### src/rtl/sbist_pkg.sv
package sbist_pkg;

  typedef enum logic [2:0] {
    ST_IDLE    = 3'd0,
    ST_SHIFT   = 3'd1,
    ST_LAUNCH  = 3'd2,
    ST_CAPTURE = 3'd3,
    ST_NEXT    = 3'd4,
    ST_DONE    = 3'd5
  } seq_state_e;

  // one Galois step on a w-bit value held in 32 bits
  function automatic logic [31:0] gal_adv(input int w, input logic [31:0] poly,
                                          input logic [31:0] s);
    logic [31:0] m;
    logic [31:0] r;
    m = (32'h1 << w) - 32'h1;
    r = (s << 1) & m;
    if (s[w-1]) r = r ^ (poly & m);
    return r;
  endfunction

  function automatic logic [31:0] gal_walk(input int w, input logic [31:0] poly,
                                           input logic [31:0] seed, input int n);
    logic [31:0] s;
    s = seed;
    for (int i = 0; i < n; i++) s = gal_adv(w, poly, s);
    return s;
  endfunction

endpackage

### src/rtl/sbist_lfsr.sv
module sbist_lfsr
  import sbist_pkg::*;
#(
  parameter int unsigned W    = 4,
  parameter logic [W-1:0] POLY = W'(9),
  parameter logic [W-1:0] SEED = W'(1)
) (
  input  logic         clk,
  input  logic         rst_n,
  input  logic         load,
  input  logic         step,
  output logic [W-1:0] q
);

  always_ff @(posedge clk or negedge rst_n) begin
    if (!rst_n)    q <= SEED;
    else if (load) q <= SEED;
    else if (step) q <= W'(gal_adv(W, 32'(POLY), 32'(q)));
  end

  // a seeded XOR-feedback register never falls into the all-zero lock
  a_r9_never_zero: assert property (@(posedge clk) disable iff (!rst_n) q != '0);

endmodule

### src/rtl/sbist_misr.sv
module sbist_misr
  import sbist_pkg::*;
#(
  parameter int unsigned W    = 8,
  parameter int unsigned DW   = 5,
  parameter logic [W-1:0] POLY = W'(8'h1D)
) (
  input  logic          clk,
  input  logic          rst_n,
  input  logic          clear,
  input  logic          en,
  input  logic [DW-1:0] din,
  output logic [W-1:0]  sig
);

  always_ff @(posedge clk or negedge rst_n) begin
    if (!rst_n)     sig <= '0;
    else if (clear) sig <= '0;
    else if (en)    sig <= W'(gal_adv(W, 32'(POLY), 32'(sig))) ^ W'(din);
  end

  // a test start leaves an empty signature
  a_r1_clear_sig: assert property (@(posedge clk) disable iff (!rst_n)
    clear |=> sig == '0);
  // no compaction means no change
  a_r7_hold_sig: assert property (@(posedge clk) disable iff (!rst_n)
    (!clear && !en) |=> $stable(sig));

endmodule

### src/rtl/sbist_fsm.sv
module sbist_fsm
  import sbist_pkg::*;
#(
  parameter int unsigned CHAIN_LEN = 8,
  parameter int unsigned PAT_W     = 8
) (
  input  logic             clk,
  input  logic             rst_n,
  input  logic             start,
  input  logic             los_mode,
  input  logic [PAT_W-1:0] pat_count,
  input  logic             cnt_hit,
  output logic             seed_all,
  output logic             scan_en,
  output logic             clk_en,
  output logic             scan_step,
  output logic             pi_step,
  output logic             cnt_step,
  output logic             cnt_load,
  output logic             misr_en,
  output logic             done
);

  localparam int unsigned RW = $clog2(CHAIN_LEN + 1);

  seq_state_e       st;
  logic             los_q, last_q;
  logic [PAT_W-1:0] npat_q, idx_q;
  logic             accept;

  assign accept    = start && (st == ST_IDLE || st == ST_DONE);
  assign seed_all  = accept;
  assign scan_en   = (st == ST_SHIFT);
  assign clk_en    = (st == ST_SHIFT) || (st == ST_LAUNCH) || (st == ST_CAPTURE);
  assign scan_step = (st == ST_SHIFT);
  assign cnt_step  = (st == ST_SHIFT) && !cnt_hit;
  assign cnt_load  = (st == ST_SHIFT) && cnt_hit;
  assign misr_en   = (st == ST_SHIFT) || (st == ST_CAPTURE);
  assign pi_step   = (st == ST_NEXT);
  assign done      = (st == ST_DONE);

  always_ff @(posedge clk or negedge rst_n) begin
    if (!rst_n) begin
      st     <= ST_IDLE;
      los_q  <= 1'b0;
      last_q <= 1'b0;
      npat_q <= '0;
      idx_q  <= '0;
    end else begin
      unique case (st)
        ST_IDLE, ST_DONE: if (accept) begin
          st     <= ST_SHIFT;
          los_q  <= los_mode;
          last_q <= 1'b0;
          idx_q  <= '0;
          npat_q <= (pat_count == '0) ? PAT_W'(1) : pat_count;
        end
        ST_SHIFT: if (cnt_hit) begin
          if (last_q)     st <= ST_DONE;
          else if (los_q) st <= ST_CAPTURE;
          else            st <= ST_LAUNCH;
        end
        ST_LAUNCH:  st <= ST_CAPTURE;
        ST_CAPTURE: st <= ST_NEXT;
        ST_NEXT: begin
          idx_q <= idx_q + PAT_W'(1);
          if (idx_q + PAT_W'(1) >= npat_q) last_q <= 1'b1;
          st <= ST_SHIFT;
        end
        default: st <= ST_IDLE;
      endcase
    end
  end

  // checker-side run-length counter for the shift window
  logic [RW-1:0] run_len;
  always_ff @(posedge clk or negedge rst_n) begin
    if (!rst_n)              run_len <= '0;
    else if (st == ST_SHIFT) run_len <= run_len + RW'(1);
    else                     run_len <= '0;
  end

  // the counter LFSR terminal state arrives on the CHAIN_LEN-th shift cycle
  a_r2_shift_len: assert property (@(posedge clk) disable iff (!rst_n)
    (st == ST_SHIFT && cnt_hit) |-> run_len == RW'(CHAIN_LEN - 1));
  // launch-on-shift captures straight after the last shift
  a_r3_los_capture: assert property (@(posedge clk) disable iff (!rst_n)
    (st == ST_CAPTURE && los_q) |-> $past(st) == ST_SHIFT);
  // launch-on-capture inserts one functional launch clock
  a_r4_loc_capture: assert property (@(posedge clk) disable iff (!rst_n)
    (st == ST_CAPTURE && !los_q) |-> $past(st) == ST_LAUNCH);
  // a start pulse mid-shift does not disturb the run
  a_r8_busy_start: assert property (@(posedge clk) disable iff (!rst_n)
    (st == ST_SHIFT && start && !cnt_hit) |=> st == ST_SHIFT);
  // the finished state drives no clocks into the chain
  a_r8_done_quiet: assert property (@(posedge clk) disable iff (!rst_n)
    done |-> (!scan_en && !clk_en));

endmodule

### src/rtl/scan_bist_seq.sv
module scan_bist_seq
  import sbist_pkg::*;
#(
  parameter int unsigned CHAIN_LEN = 8,
  parameter int unsigned PAT_W     = 8,
  parameter int unsigned PI_W      = 4,
  parameter int unsigned PO_W      = 4,
  parameter int unsigned SIG_W     = 8,
  parameter int unsigned SC_W      = 5,
  parameter int unsigned CNT_W     = 4,
  parameter logic [PI_W-1:0]  PI_POLY  = PI_W'(4'h9),
  parameter logic [PI_W-1:0]  PI_SEED  = PI_W'(4'h5),
  parameter logic [SC_W-1:0]  SC_POLY  = SC_W'(5'h09),
  parameter logic [SC_W-1:0]  SC_SEED  = SC_W'(5'h13),
  parameter logic [CNT_W-1:0] CNT_POLY = CNT_W'(4'h9),
  parameter logic [CNT_W-1:0] CNT_SEED = CNT_W'(4'h1),
  parameter logic [SIG_W-1:0] SIG_POLY = SIG_W'(8'h1D)
) (
  input  logic             clk,
  input  logic             rst_n,
  input  logic             start,
  input  logic             los_mode,
  input  logic [PAT_W-1:0] pat_count,
  input  logic [SIG_W-1:0] golden_sig,
  input  logic [PO_W-1:0]  cut_po,
  input  logic             cut_so,
  output logic [PI_W-1:0]  cut_pi,
  output logic             cut_si,
  output logic             scan_en,
  output logic             cut_clk_en,
  output logic [SIG_W-1:0] signature,
  output logic             done,
  output logic             fail
);

  localparam int unsigned DW = PO_W + 1;
  localparam logic [CNT_W-1:0] CNT_TERM =
    CNT_W'(gal_walk(CNT_W, 32'(CNT_POLY), 32'(CNT_SEED), CHAIN_LEN - 1));

  logic             seed_all, scan_step, pi_step, cnt_step, cnt_load, misr_en;
  logic             cnt_hit;
  logic [SC_W-1:0]  sc_q;
  logic [CNT_W-1:0] cnt_q;

  sbist_fsm #(.CHAIN_LEN(CHAIN_LEN), .PAT_W(PAT_W)) u_fsm (
    .clk(clk), .rst_n(rst_n), .start(start), .los_mode(los_mode),
    .pat_count(pat_count), .cnt_hit(cnt_hit), .seed_all(seed_all),
    .scan_en(scan_en), .clk_en(cut_clk_en), .scan_step(scan_step),
    .pi_step(pi_step), .cnt_step(cnt_step), .cnt_load(cnt_load),
    .misr_en(misr_en), .done(done)
  );

  sbist_lfsr #(.W(PI_W), .POLY(PI_POLY), .SEED(PI_SEED)) u_pi_gen (
    .clk(clk), .rst_n(rst_n), .load(seed_all), .step(pi_step), .q(cut_pi)
  );

  sbist_lfsr #(.W(SC_W), .POLY(SC_POLY), .SEED(SC_SEED)) u_si_gen (
    .clk(clk), .rst_n(rst_n), .load(seed_all), .step(scan_step), .q(sc_q)
  );

  sbist_lfsr #(.W(CNT_W), .POLY(CNT_POLY), .SEED(CNT_SEED)) u_len_ctr (
    .clk(clk), .rst_n(rst_n), .load(seed_all || cnt_load), .step(cnt_step), .q(cnt_q)
  );

  sbist_misr #(.W(SIG_W), .DW(DW), .POLY(SIG_POLY)) u_sig (
    .clk(clk), .rst_n(rst_n), .clear(seed_all), .en(misr_en),
    .din({cut_po, cut_so}), .sig(signature)
  );

  assign cnt_hit = (cnt_q == CNT_TERM);
  assign cut_si  = sc_q[SC_W-1];
  assign fail    = done && (signature != golden_sig);

  // the input word moves only while the circuit clock is gated off
  a_r5_pi_gated: assert property (@(posedge clk) disable iff (!rst_n)
    cut_clk_en |=> $stable(cut_pi) || $past(seed_all));
  // a finished run holds until restarted
  a_r8_done_holds: assert property (@(posedge clk) disable iff (!rst_n)
    (done && !start) |=> done && $stable(signature));

endmodule

### config.mk
export PLATFORM = sky130hd
export DESIGN_NAME = scan_bist_seq
export DESIGN_NICKNAME = d
export VERILOG_FILES = /design/src/rtl/sbist_pkg.sv /design/src/rtl/sbist_lfsr.sv /design/src/rtl/sbist_misr.sv /design/src/rtl/sbist_fsm.sv /design/src/rtl/scan_bist_seq.sv
export SDC_FILE = /design/constraint.sdc
export NUM_CORES = 1
export LEC_CHECK = 0
export BUFFER_PORTS_ARGS = -buffer_cell sky130_fd_sc_hd__buf_4
export CAP_MARGIN = 20
export CORE_ASPECT_RATIO = 2
export CORE_UTILIZATION = 50
export CTS_CLUSTER_SIZE = 30
export DETAILED_ROUTE_END_ITERATION = 8
export PLACE_DENSITY = 0.73
export REMOVE_ABC_BUFFERS = 1
export SLEW_MARGIN = 40
export SYNTH_ARGS = -nofsm -noshare
export SYNTH_HDL_FRONTEND = slang
export SYNTH_SLANG_ARGS = --single-unit
### constraint.sdc
create_clock -name clk -period 2.1 [get_ports clk]
set_clock_uncertainty 0.2 [all_clocks]
set_input_delay 0 -clock clk [delete_from_list [all_inputs] [get_ports clk]]
set_output_delay 0 -clock clk [all_outputs]
set_load 0.01 [all_outputs]
**After elaboration in Yosys (flattened, before gate mapping)**

Cells that the tools add are included.

- Register bits after elaboration: 42
- Input bits: 25
- Output and inout bits: 17
- Word-level logic and storage cells: 73

- $add $sub $neg: 1
- Magnitude comparators: 1
- Equality and inequality tests: 10
- Mux-type cells: 25
- Bitwise logic cells: 5
- Reduce and logical (&&, ||, !) cells: 22

Operators by type and width:

| kind | count |
|---|---|
| $mux W8 | 6 |
| $mux W4 | 7 |
| $pmux W8 S2 | 1 |
| $mux W5 | 3 |
| $pmux W3 S5 | 1 |
| $reduce_bool A2 Y1 | 5 |
| $mux W3 | 3 |
| $add A8 B1 Y8 const B | 1 |
| $ge A8 B8 Y1 | 1 |
| $logic_not A8 Y1 | 1 |
| $ne A8 B8 Y1 | 1 |
| $xor A8 B5 Y8 | 1 |
| $eq A3 B2 Y1 const B | 2 |
| $eq A3 B3 Y1 const B | 2 |
| $not A2 Y2 | 3 |
| $reduce_and A2 Y1 | 3 |
| $logic_or A1 B1 Y1 | 5 |
| $eq A4 B3 Y1 const B | 1 |
| $logic_and A1 B1 Y1 | 4 |
| $ne A2 B1 Y1 const B | 2 |
| $not A4 Y4 | 1 |
| $eq A3 B1 Y1 const B | 1 |
| $logic_not A3 Y1 | 1 |
| $mux W1 | 3 |
| 5 further kinds | 5 |

**Longest topological paths before layout**

Gate-level depths: netlist of the first run.

- Depth in word-level cells: 7
- Gate-level depth with buffers: 8
- Mapped depth without buffers: 8

**Cells and area by module**

Synthesis of the first run repeated with hierarchy kept, for this count alone.

- Cell total of the unflattened synthesis: 235
- Area total of the unflattened synthesis: 2347.3 µm²

Modules (own cells, without submodules):

| module | times used | cells an instance | area an instance (µm²) | seq. area each (µm²) |
|---|---|---|---|---|
| sbist_fsm | 1 | 139 | 1253.7 | 525.5 |
| sbist_misr | 1 | 39 | 412.9 | 200.2 |
| sbist_lfsr at u_si_gen | 1 | 17 | 231.5 | 128.9 |
| sbist_lfsr at u_len_ctr | 1 | 14 | 173.9 | 101.3 |
| sbist_lfsr at u_pi_gen | 1 | 13 | 168.9 | 102.6 |
| scan_bist_seq | 1 | 13 | 106.4 | 0.0 |

**Worst setup path after synthesis of the first run**

Ideal clock, no wire load.

- Path kind: reg2reg
- From: register u_fsm.idx_q[0]
- To: register u_fsm.last_q
- Library setup time: 0.082 ns
- Arrival: 1.707 ns
- Data required time: 1.818 ns
- Setup slack: 0.111 ns
- Cell stages (with the launch flop): 9
- Path buffers: 0
- Clock period less this slack: 1.989 ns
- Path through: dfrtp_1 > ha_1 > nand3_1 > xnor2_1 > ha_1 > o211a_1 > a211oi_1 > a211o_1 > a31oi_1

- Word-level cells in the longest chain between the ends: 4

RTL lines:

| what | line | source |
|---|---|---|
| start, declared | sbist_fsm.sv:28 | `logic [PAT_W-1:0] npat_q, idx_q;` |
| start signal, assigned | sbist_fsm.sv:66 | `idx_q <= idx_q + PAT_W'(1);` |
| $add A8 B1 Y8 | sbist_fsm.sv:67 | `if (idx_q + PAT_W'(1) >= npat_q) last_q <= 1'b1;` |
| $ge A8 B8 Y1 | sbist_fsm.sv:67 |  |
| $ne A2 B1 Y1 (no source line) | - |  |
| $reduce_and A3 Y1 (no source line) | - |  |
| end signal, assigned | sbist_fsm.sv:46 | `last_q <= 1'b0;` |
| end signal, assigned | sbist_fsm.sv:54 | `last_q <= 1'b0;` |
| end signal, assigned | sbist_fsm.sv:67 |  |
| end, declared | sbist_fsm.sv:27 | `logic los_q, last_q;` |

Every way passes these cells.
A chain may end at the register's enable or synchronous reset.

**Worst setup path after layout of the first run**

- From: register u_fsm.idx_q[5]
- To: register u_fsm.last_q

The elaborated chain is that of the path after synthesis.

==> qor.txt, run 1 <==
Pwr dens -> 719.5 nW/um^2
Largest area contributor in the netlist -> dfrtp_1
Critical-path top delay cell -> dfrtp_1
Final wirelength -> 5349 um
Worst path bufs/invs -> 0
Proportion of synthesized area in mux cells -> 0.4357%
Peak VDD IR -> 0.6072 mV
Max_slew headroom -> 65.02%
Area delta synth->final -> 29.68%
GPL Wtd Cong -> 0.8057
Layout cells sized above 1 -> 23.79%
Cell Chain, Critical Path -> and4_4 -> nand4_1 -> xnor2_1 -> ha_1 -> nand3_1 -> a211o_1 -> a31oi_1
Initial core utilization -> 52.43%
Part of the Yosys area used for sequential elements -> 46.08%
First-pass GRT wire length -> 8618 um
Combinational family with the most area after synthesis -> simple AND/OR/NAND/NOR gates
Clk pin slew, worst setup/hold paths -> 80 ps
Final ANT Viol Nets -> 0
CP Max Fanout -> 4
Max clock buf depth -> 2
Mapped Cells -> 249
Max Cap Violations -> 0
Post-synth EDFFs -> 0
Top Family by Delay on Critical Path -> simple AND/OR/NAND/NOR gates
Pint -> 1.541 mW
I/O Buffers -> 41
Post-Syn Area -> 2297 sq um
Post-layout util -> 67.99%
Design Area, Final -> 2979 sq um
CTS tree -> built
Sequential power share -> 47.3%
CP max stage delay -> 410 ps
Post-DP HPWL -> 3649 um
H-tree levels -> 2
Status -> finished, final reports clean
Switching Power -> 0.6027 mW
Synth Area in Adders -> 5.447%
Via density per instance -> 5.419
Actual slew at the worst max-slew pin -> 524.8 ps
Total GRT Usage -> 23.18%
Lkg Pwr -> 1.395 nW
Die H -> 97.86 um
Mean area per synthesized cell -> 9.226 sq um
Routed via count -> 1978
Router iterations before antenna repair -> 4
Antenna violations before repair -> 0
Die Span X -> 49.93 um
WL per Instance -> 14.65 um
Worst skew pair latency -> 300 ps
Most common cell in the netlist -> nand2_1
Seq cells post-synth -> 42
HP Class -> in -> async
R2R cell count -> 7
Fmax -> 499.9 MHz
Main area contributors after synthesis -> dfrtp_1 39%, nand2_1 8.2%, dfstp_2 6.9%, ha_1 5.4%, xor2_1 5.0%
Simple logic cell fraction of the synthesized area -> 18.85%
Core area -> 4382 sq um
Arrival time worst endpoint -> 2030 ps
Finish-stage setup viols -> 0
Post-synthesis compound-gate area fraction -> 14.49%
Max-slew violations -> 0
Most used DFF post-synth -> dfrtp_1
Diode count -> 0
DRC viols -> 0
Yosys cell types -> 42
Clock Tree Root -> clkbuf_8
Synth cell count leaders -> 50 x nand2_1, 36 x dfrtp_1, 13 x inv_1, 13 x xor2_1
Logic pwr share -> 23.1%
Total power -> 2.143 mW
Asr flop ratio synth -> 100.0%
Site Rows -> 34
Inserted Clock Buffers -> 5
Total gr overflow -> 0
Hold Vio Cnt, Final -> 0
Critical path depth -> 7
Vias in the first global route -> 2003
Die area -> 4886 sq um
Fin crit period -> 2001 ps
Worst setup SP type -> register
Post-Synth XOR/XNOR Area -> 9.150%
I/O pin count -> 42
Top cell type's share of synthesized area -> 39.22%
Post-layout net count -> 345
Period utilisation layout -> 95.26%
Largest net degree at the start of global routing -> 43
CP Capture Type -> register
CP Class -> reg -> reg
DP Area -> 2658 sq um
Worst EP required -> 2130 ps
Syn. warnings -> 0
Clock Sinks -> 42
Clock share of power -> 29.6%
Switching Share -> 28.12%
Drt initial violations -> 41
-- cell usage in the layout, fill, tap and decap left out, types with 2 or more instances in the layout --
master / n
buf_4: 51
nand2_1: 50
dfrtp_1: 36
dlygate4sd3_1: 16
inv_1: 13
xor2_1: 12
o21ai_0: 12
a21oi_1: 12
nand3_1: 10
xnor2_1: 10
nor2_1: 10
ha_1: 9
dfstp_2: 6
clkbuf_8: 5
nor4_1: 4
o22ai_1: 4
a211oi_1: 4
o21ai_1: 4
nor3_1: 3
o31ai_1: 3
a31oi_1: 3
and3_1: 2
or3b_1: 2
and2b_2: 2
and2_1: 2
nand3_2: 2
nand2b_1: 2
a22oi_1: 2
clkbuf_1: 2
-- metrics by stage --
stage	worst slack, ps	hold slack, ps	TNS [ps]	cells
floorplan	37.86	-495.6	0	236
finish	99.44	29.07	0	365
global route	-10.72	90.62	-10.72	365
detailed placement	31.90	-183.6	0	339
CTS	7.491	38.58	0	363
global placement	83.87	-188.1	0	339
-- power by group through the flow --
stage	Clock [mW]	Combinational, mW	Sequential, mW
3_5_place_dp	0	0.475	1.03
6_report	0.635	0.494	1.01
4_1_cts	0.641	0.502	1.02
5_1_grt	0.669	0.544	1.03
2_1_floorplan	0	0.225	1.05
3_3_place_gp	0	0.470	1.03
-- flip-flops by register name, indices dropped and copies added (netlist names) --
| register | count |
|---|---|
| u_fsm.idx_q | 8 |
| u_fsm.last_q | 1 |
| u_fsm.los_q | 1 |
| u_fsm.npat_q | 8 |
| u_fsm.st | 3 |
| u_len_ctr.q | 4 |
| u_pi_gen.q | 4 |
| u_si_gen.q | 5 |
| u_sig.sig | 8 |
-- path summary, 6_finish.rpt --
kind / start / endpoint / slack, ps
min in group clk: los_mode / u_fsm.los_q / 240
max reg2reg: u_fsm.idx_q[5] / u_fsm.last_q / 100
min reg2reg: u_si_gen.q[1] / u_si_gen.q[1] / 290
max in group asynchronous: rst_n / u_pi_gen.q[0] / 1300
min: rst_n / u_fsm.npat_q[7] / 30
max: u_fsm.idx_q[5] / u_fsm.last_q / 100
-- area by class of cell --
cell class	instances	area (sq um)
clock inverters	1	30.03
multi-input cells	180	1151
flip-flops and latches	42	1059
well taps	54	67.56
clock buffers	7	76.32
inverters	14	52.55
fillers	358	1403
repair buffers	67	543.0
-- layer usage --
| metal | GRT usage [%] | wire length [um] | up-vias |
|---|---|---|---|
| met3 | 3.738 | 136 | 15 |
| met4 | 12.31 | 197 | 0 |
| li1 | - | - | 969 |
| met2 | 43.35 | 2994 | 44 |
| met5 | 0 | 0 | - |
| met1 | 23.30 | 2021 | 950 |
-- timing repair --
| item | in CTS | in global routing |
|---|---|---|
| buffers inserted | 0 | 2 |
| hold endpoints to repair | 58 | 0 |
| hold buffers | 16 | 0 |
| endpoints found under the setup margin | 0 | 1 |
| resized for setup | 0 | 7 |
-- kinds of logic (layout without fill, tap and decap cells) --
| logic type | count (synthesis) | after routing |
|---|---|---|
| AO/OA/AOI/OAI | 51 | 51 |
| XOR/XNOR | 24 | 24 |
| adder cells (fa/ha/maj) | 10 | 10 |
| buffers and inverters | 27 | 89 |
| flip-flops | 42 | 42 |
| multiplexers | 1 | 1 |
| AND/OR/NAND/NOR | 94 | 94 |
(Power assumes the default switching activity.)
==> run 2, diff against run 1 <==
- clock period: 2.1 -> 1.62 ns (I/O delays scaled with it)
==> run 2 against run 1 <==
Net effect:
- critical path depth did not move
- critical path type unchanged
- design area increased by 30%
- the flow now finishes with violations (setup timing)
- wire length increased by 68%
- worst setup slack worse by 780 ps
- critical endpoint unchanged
- non-clock buffer count is 46 higher
==> qor.txt, run 2 (synthesis gave the netlist of run 1 again) <==
Max-slew violations -> 0 (unchanged)
Total power -> 3.059 mW (was 2.143 mW)
First-pass GRT wire length -> 11560 um (was 8618 um)
DP Area -> 2850 sq um (was 2658 sq um)
Top Family by Delay on Critical Path -> compound AO/OA/AOI/OAI gates (was simple AND/OR/NAND/NOR gates)
Inserted Clock Buffers -> 5 (unchanged)
Initial core utilization -> 52.43% (unchanged)
Clock Tree Root -> clkbuf_8 (unchanged)
Core area -> 4382 sq um (unchanged)
Arrival time worst endpoint -> 2310 ps (was 2030 ps)
Die Span X -> 49.93 um (unchanged)
GPL Wtd Cong -> 0.7919 (was 0.8057)
Worst r2r dst -> u_fsm.last_q (unchanged)
CP max stage delay -> 410 ps (about the same)
I/O Buffers -> 41 (unchanged)
Fin crit period -> 2301 ps (was 2001 ps)
DRC viols -> 0 (unchanged)
Final wirelength -> 8976 um (was 5349 um)
Cell Chain, Critical Path -> and4_4 -> nand4_1 -> xnor2_1 -> ha_1 -> nand3_1 -> a211o_1 -> a31oi_2 (was and4_4 -> nand4_1 -> xnor2_1 -> ha_1 -> nand3_1 -> a211o_1 -> a31oi_1)
Post-layout net count -> 391 (was 345)
R2R setup slack -> -680 ps (was 100 ps)
HP Class -> in -> async (unchanged)
Pwr dens -> 789.5 nW/um^2 (was 719.5 nW/um^2)
Final ANT Viol Nets -> 0 (unchanged)
Most frequent cells in the layout -> 69 x buf_4, 37 x nand2_1, 34 x dfrtp_1, 21 x buf_6, 16 x dlygate4sd3_1 (was 51 x buf_4, 50 x nand2_1, 36 x dfrtp_1, 16 x dlygate4sd3_1, 13 x inv_1)
Die area -> 4886 sq um (unchanged)
CP Capture Type -> register (unchanged)
Clock Sinks -> 42 (unchanged)
Post-Place Cells -> 363 (was 339)
Lkg Pwr -> 1.826 nW (was 1.395 nW)
Finish-stage setup viols -> 42 (was 0)
Setup TNS Final -> -4794 ps (was 0 ps)
CP Max Fanout -> 4 (unchanged)
Site Rows -> 34 (unchanged)
Design Area, Final -> 3875 sq um (was 2979 sq um)
Worst setup SP type -> register (unchanged)
Drt initial violations -> 94 (was 41)
Status -> complete, but fails checks (was finished, final reports clean)
CTS tree -> built (unchanged)
Biggest regs -> u_fsm.idx_q x8, u_fsm.npat_q x8, u_sig.sig x8 (unchanged)
Max Cap Violations -> 0 (unchanged)
Actual slew at the worst max-slew pin -> 542.8 ps (was 524.8 ps)
Peak VDD IR -> 0.8389 mV (was 0.6072 mV)
Max clock buf depth -> 2 (unchanged)
Fmax -> 434.6 MHz (was 499.9 MHz)
Hold Vio Cnt, Final -> 0 (unchanged)
Clk pin slew, worst setup/hold paths -> 100 ps (was 80 ps)
Worst EP required -> 1630 ps (was 2130 ps)
Diode count -> 0 (unchanged)
Die H -> 97.86 um (unchanged)
H-tree levels -> 2 (unchanged)
R2R cell count -> 7 (unchanged)
Router iterations before antenna repair -> 4 (unchanged)
Most common cell after layout, fill and taps aside -> buf_4 (unchanged)
CP Class -> reg -> reg (unchanged)
Critical-path top delay cell -> dfrtp_1 (unchanged)
Vias in the first global route -> 2504 (was 2003)
Layout cells sized above 1 -> 53.78% (was 23.79%)
Finished Layout Cells -> 411 (was 365)
Total gr overflow -> 0 (unchanged)
Routed via count -> 2432 (was 1978)
Via density per instance -> 5.917 (was 5.419)
Failing checks -> setup timing
Worst skew pair latency -> 310 ps (was 300 ps)
Worst path bufs/invs -> 0 (unchanged)
Launch point of the worst reg-to-reg path -> u_fsm.idx_q[3] (was u_fsm.idx_q[5])
Filler cells -> 200 (was 358)
Total GRT Usage -> 31.86% (was 23.18%)
I/O pin count -> 42 (unchanged)
Antenna violations before repair -> 0 (unchanged)
Area delta synth->final -> 68.68% (was 29.68%)
Largest net degree at the start of global routing -> 43 (unchanged)
Setup repair after global routing missed its margin -> true
Max_slew headroom -> 63.81% (was 65.02%)
Period utilisation layout -> 142.0% (was 95.26%)
Final worst slack -> -680.7 ps (was 99.44 ps)
WL per Instance -> 21.84 um (was 14.65 um)
Post-DP HPWL -> 4001 um (was 3649 um)
[run 2: cell types whose count changed in the layout (fill, tap and decap cells not counted), sizes merged]
cell    change
clkbuf      -2
buf        +46
clkinv      +2
[run 2: worst reg2reg max path, delay by kind of cell, from the launching register on]
| family | cells | cell delay, ps |
|---|---|---|
| XOR/XNOR | 1 | 180 |
| AO/OA/AOI/OAI | 2 | 590 |
| flip-flops | 1 | 410 |
| adder cells (fa/ha/maj) | 1 | 320 |
| AND/OR/NAND/NOR | 3 | 520 |
[run 2: cell type report]
cell class	instances	area [sq um]	area share, %
clock inverter	3	40.04	1.033
timing repair buffer	113	1060	27.35
multi-input combinational	180	1520	39.23
clock buffer	5	68.82	1.776
tap	54	67.56	1.744
inverter	14	57.56	1.485
sequential	42	1061	27.38
[run 2: metrics by stage]
step	hold slack, ps	setup slack (ps)	util (%)
final	20.22	-680.7	88.44
after global routing	58.55	-717.5	88.44
after CTS	34.23	-402.4	80.53
after detailed placement	-184.9	-393.0	65.05
after global placement	-184.7	-357.3	65.05
after floorplan	-495.6	-442.1	-
[run 2: repair_timing]
item | in CTS | in global routing
resized for setup | 70 | 61
hold buffers | 16 | 0
gates cloned | 3 | 0
pin swaps | 24 | 26
setup buffers | 13 | 10
setup endpoints to repair | 36 | 44
endpoints found under the hold margin | 58 | 0
[run 2: metal layers]
metal,vias up,track usage [%],routed length [um]
li1,1062,-,-
met1,1229,31.94,3148
met2,105,59.25,5093
met3,36,4.673,382
met4,0,18.46,351
met5,-,0,0
[run 2: how the worst max path moves through the flow]
stage | start | cells past startpoint | endpoint
6_report | u_fsm.idx_q[3] | 7 | u_fsm.last_q
5_1_grt | u_fsm.idx_q[3] | 7 | u_fsm.last_q
4_1_cts | u_fsm.idx_q[1] | 8 | u_fsm.last_q
3_5_place_dp | u_fsm.idx_q[0] | 8 | u_fsm.last_q
3_3_place_gp | u_fsm.idx_q[0] | 8 | u_fsm.last_q
2_1_floorplan | u_fsm.st[2] | 3 | u_fsm.idx_q[1]
[run 2: power by group]
| part | leakage [nW] | internal, mW | switching [mW] |
|---|---|---|---|
| combinational | 1.29 | 0.476 | 0.396 |
| sequential | 0.482 | 1.15 | 0.184 |
| clock | 0.0579 | 0.455 | 0.394 |
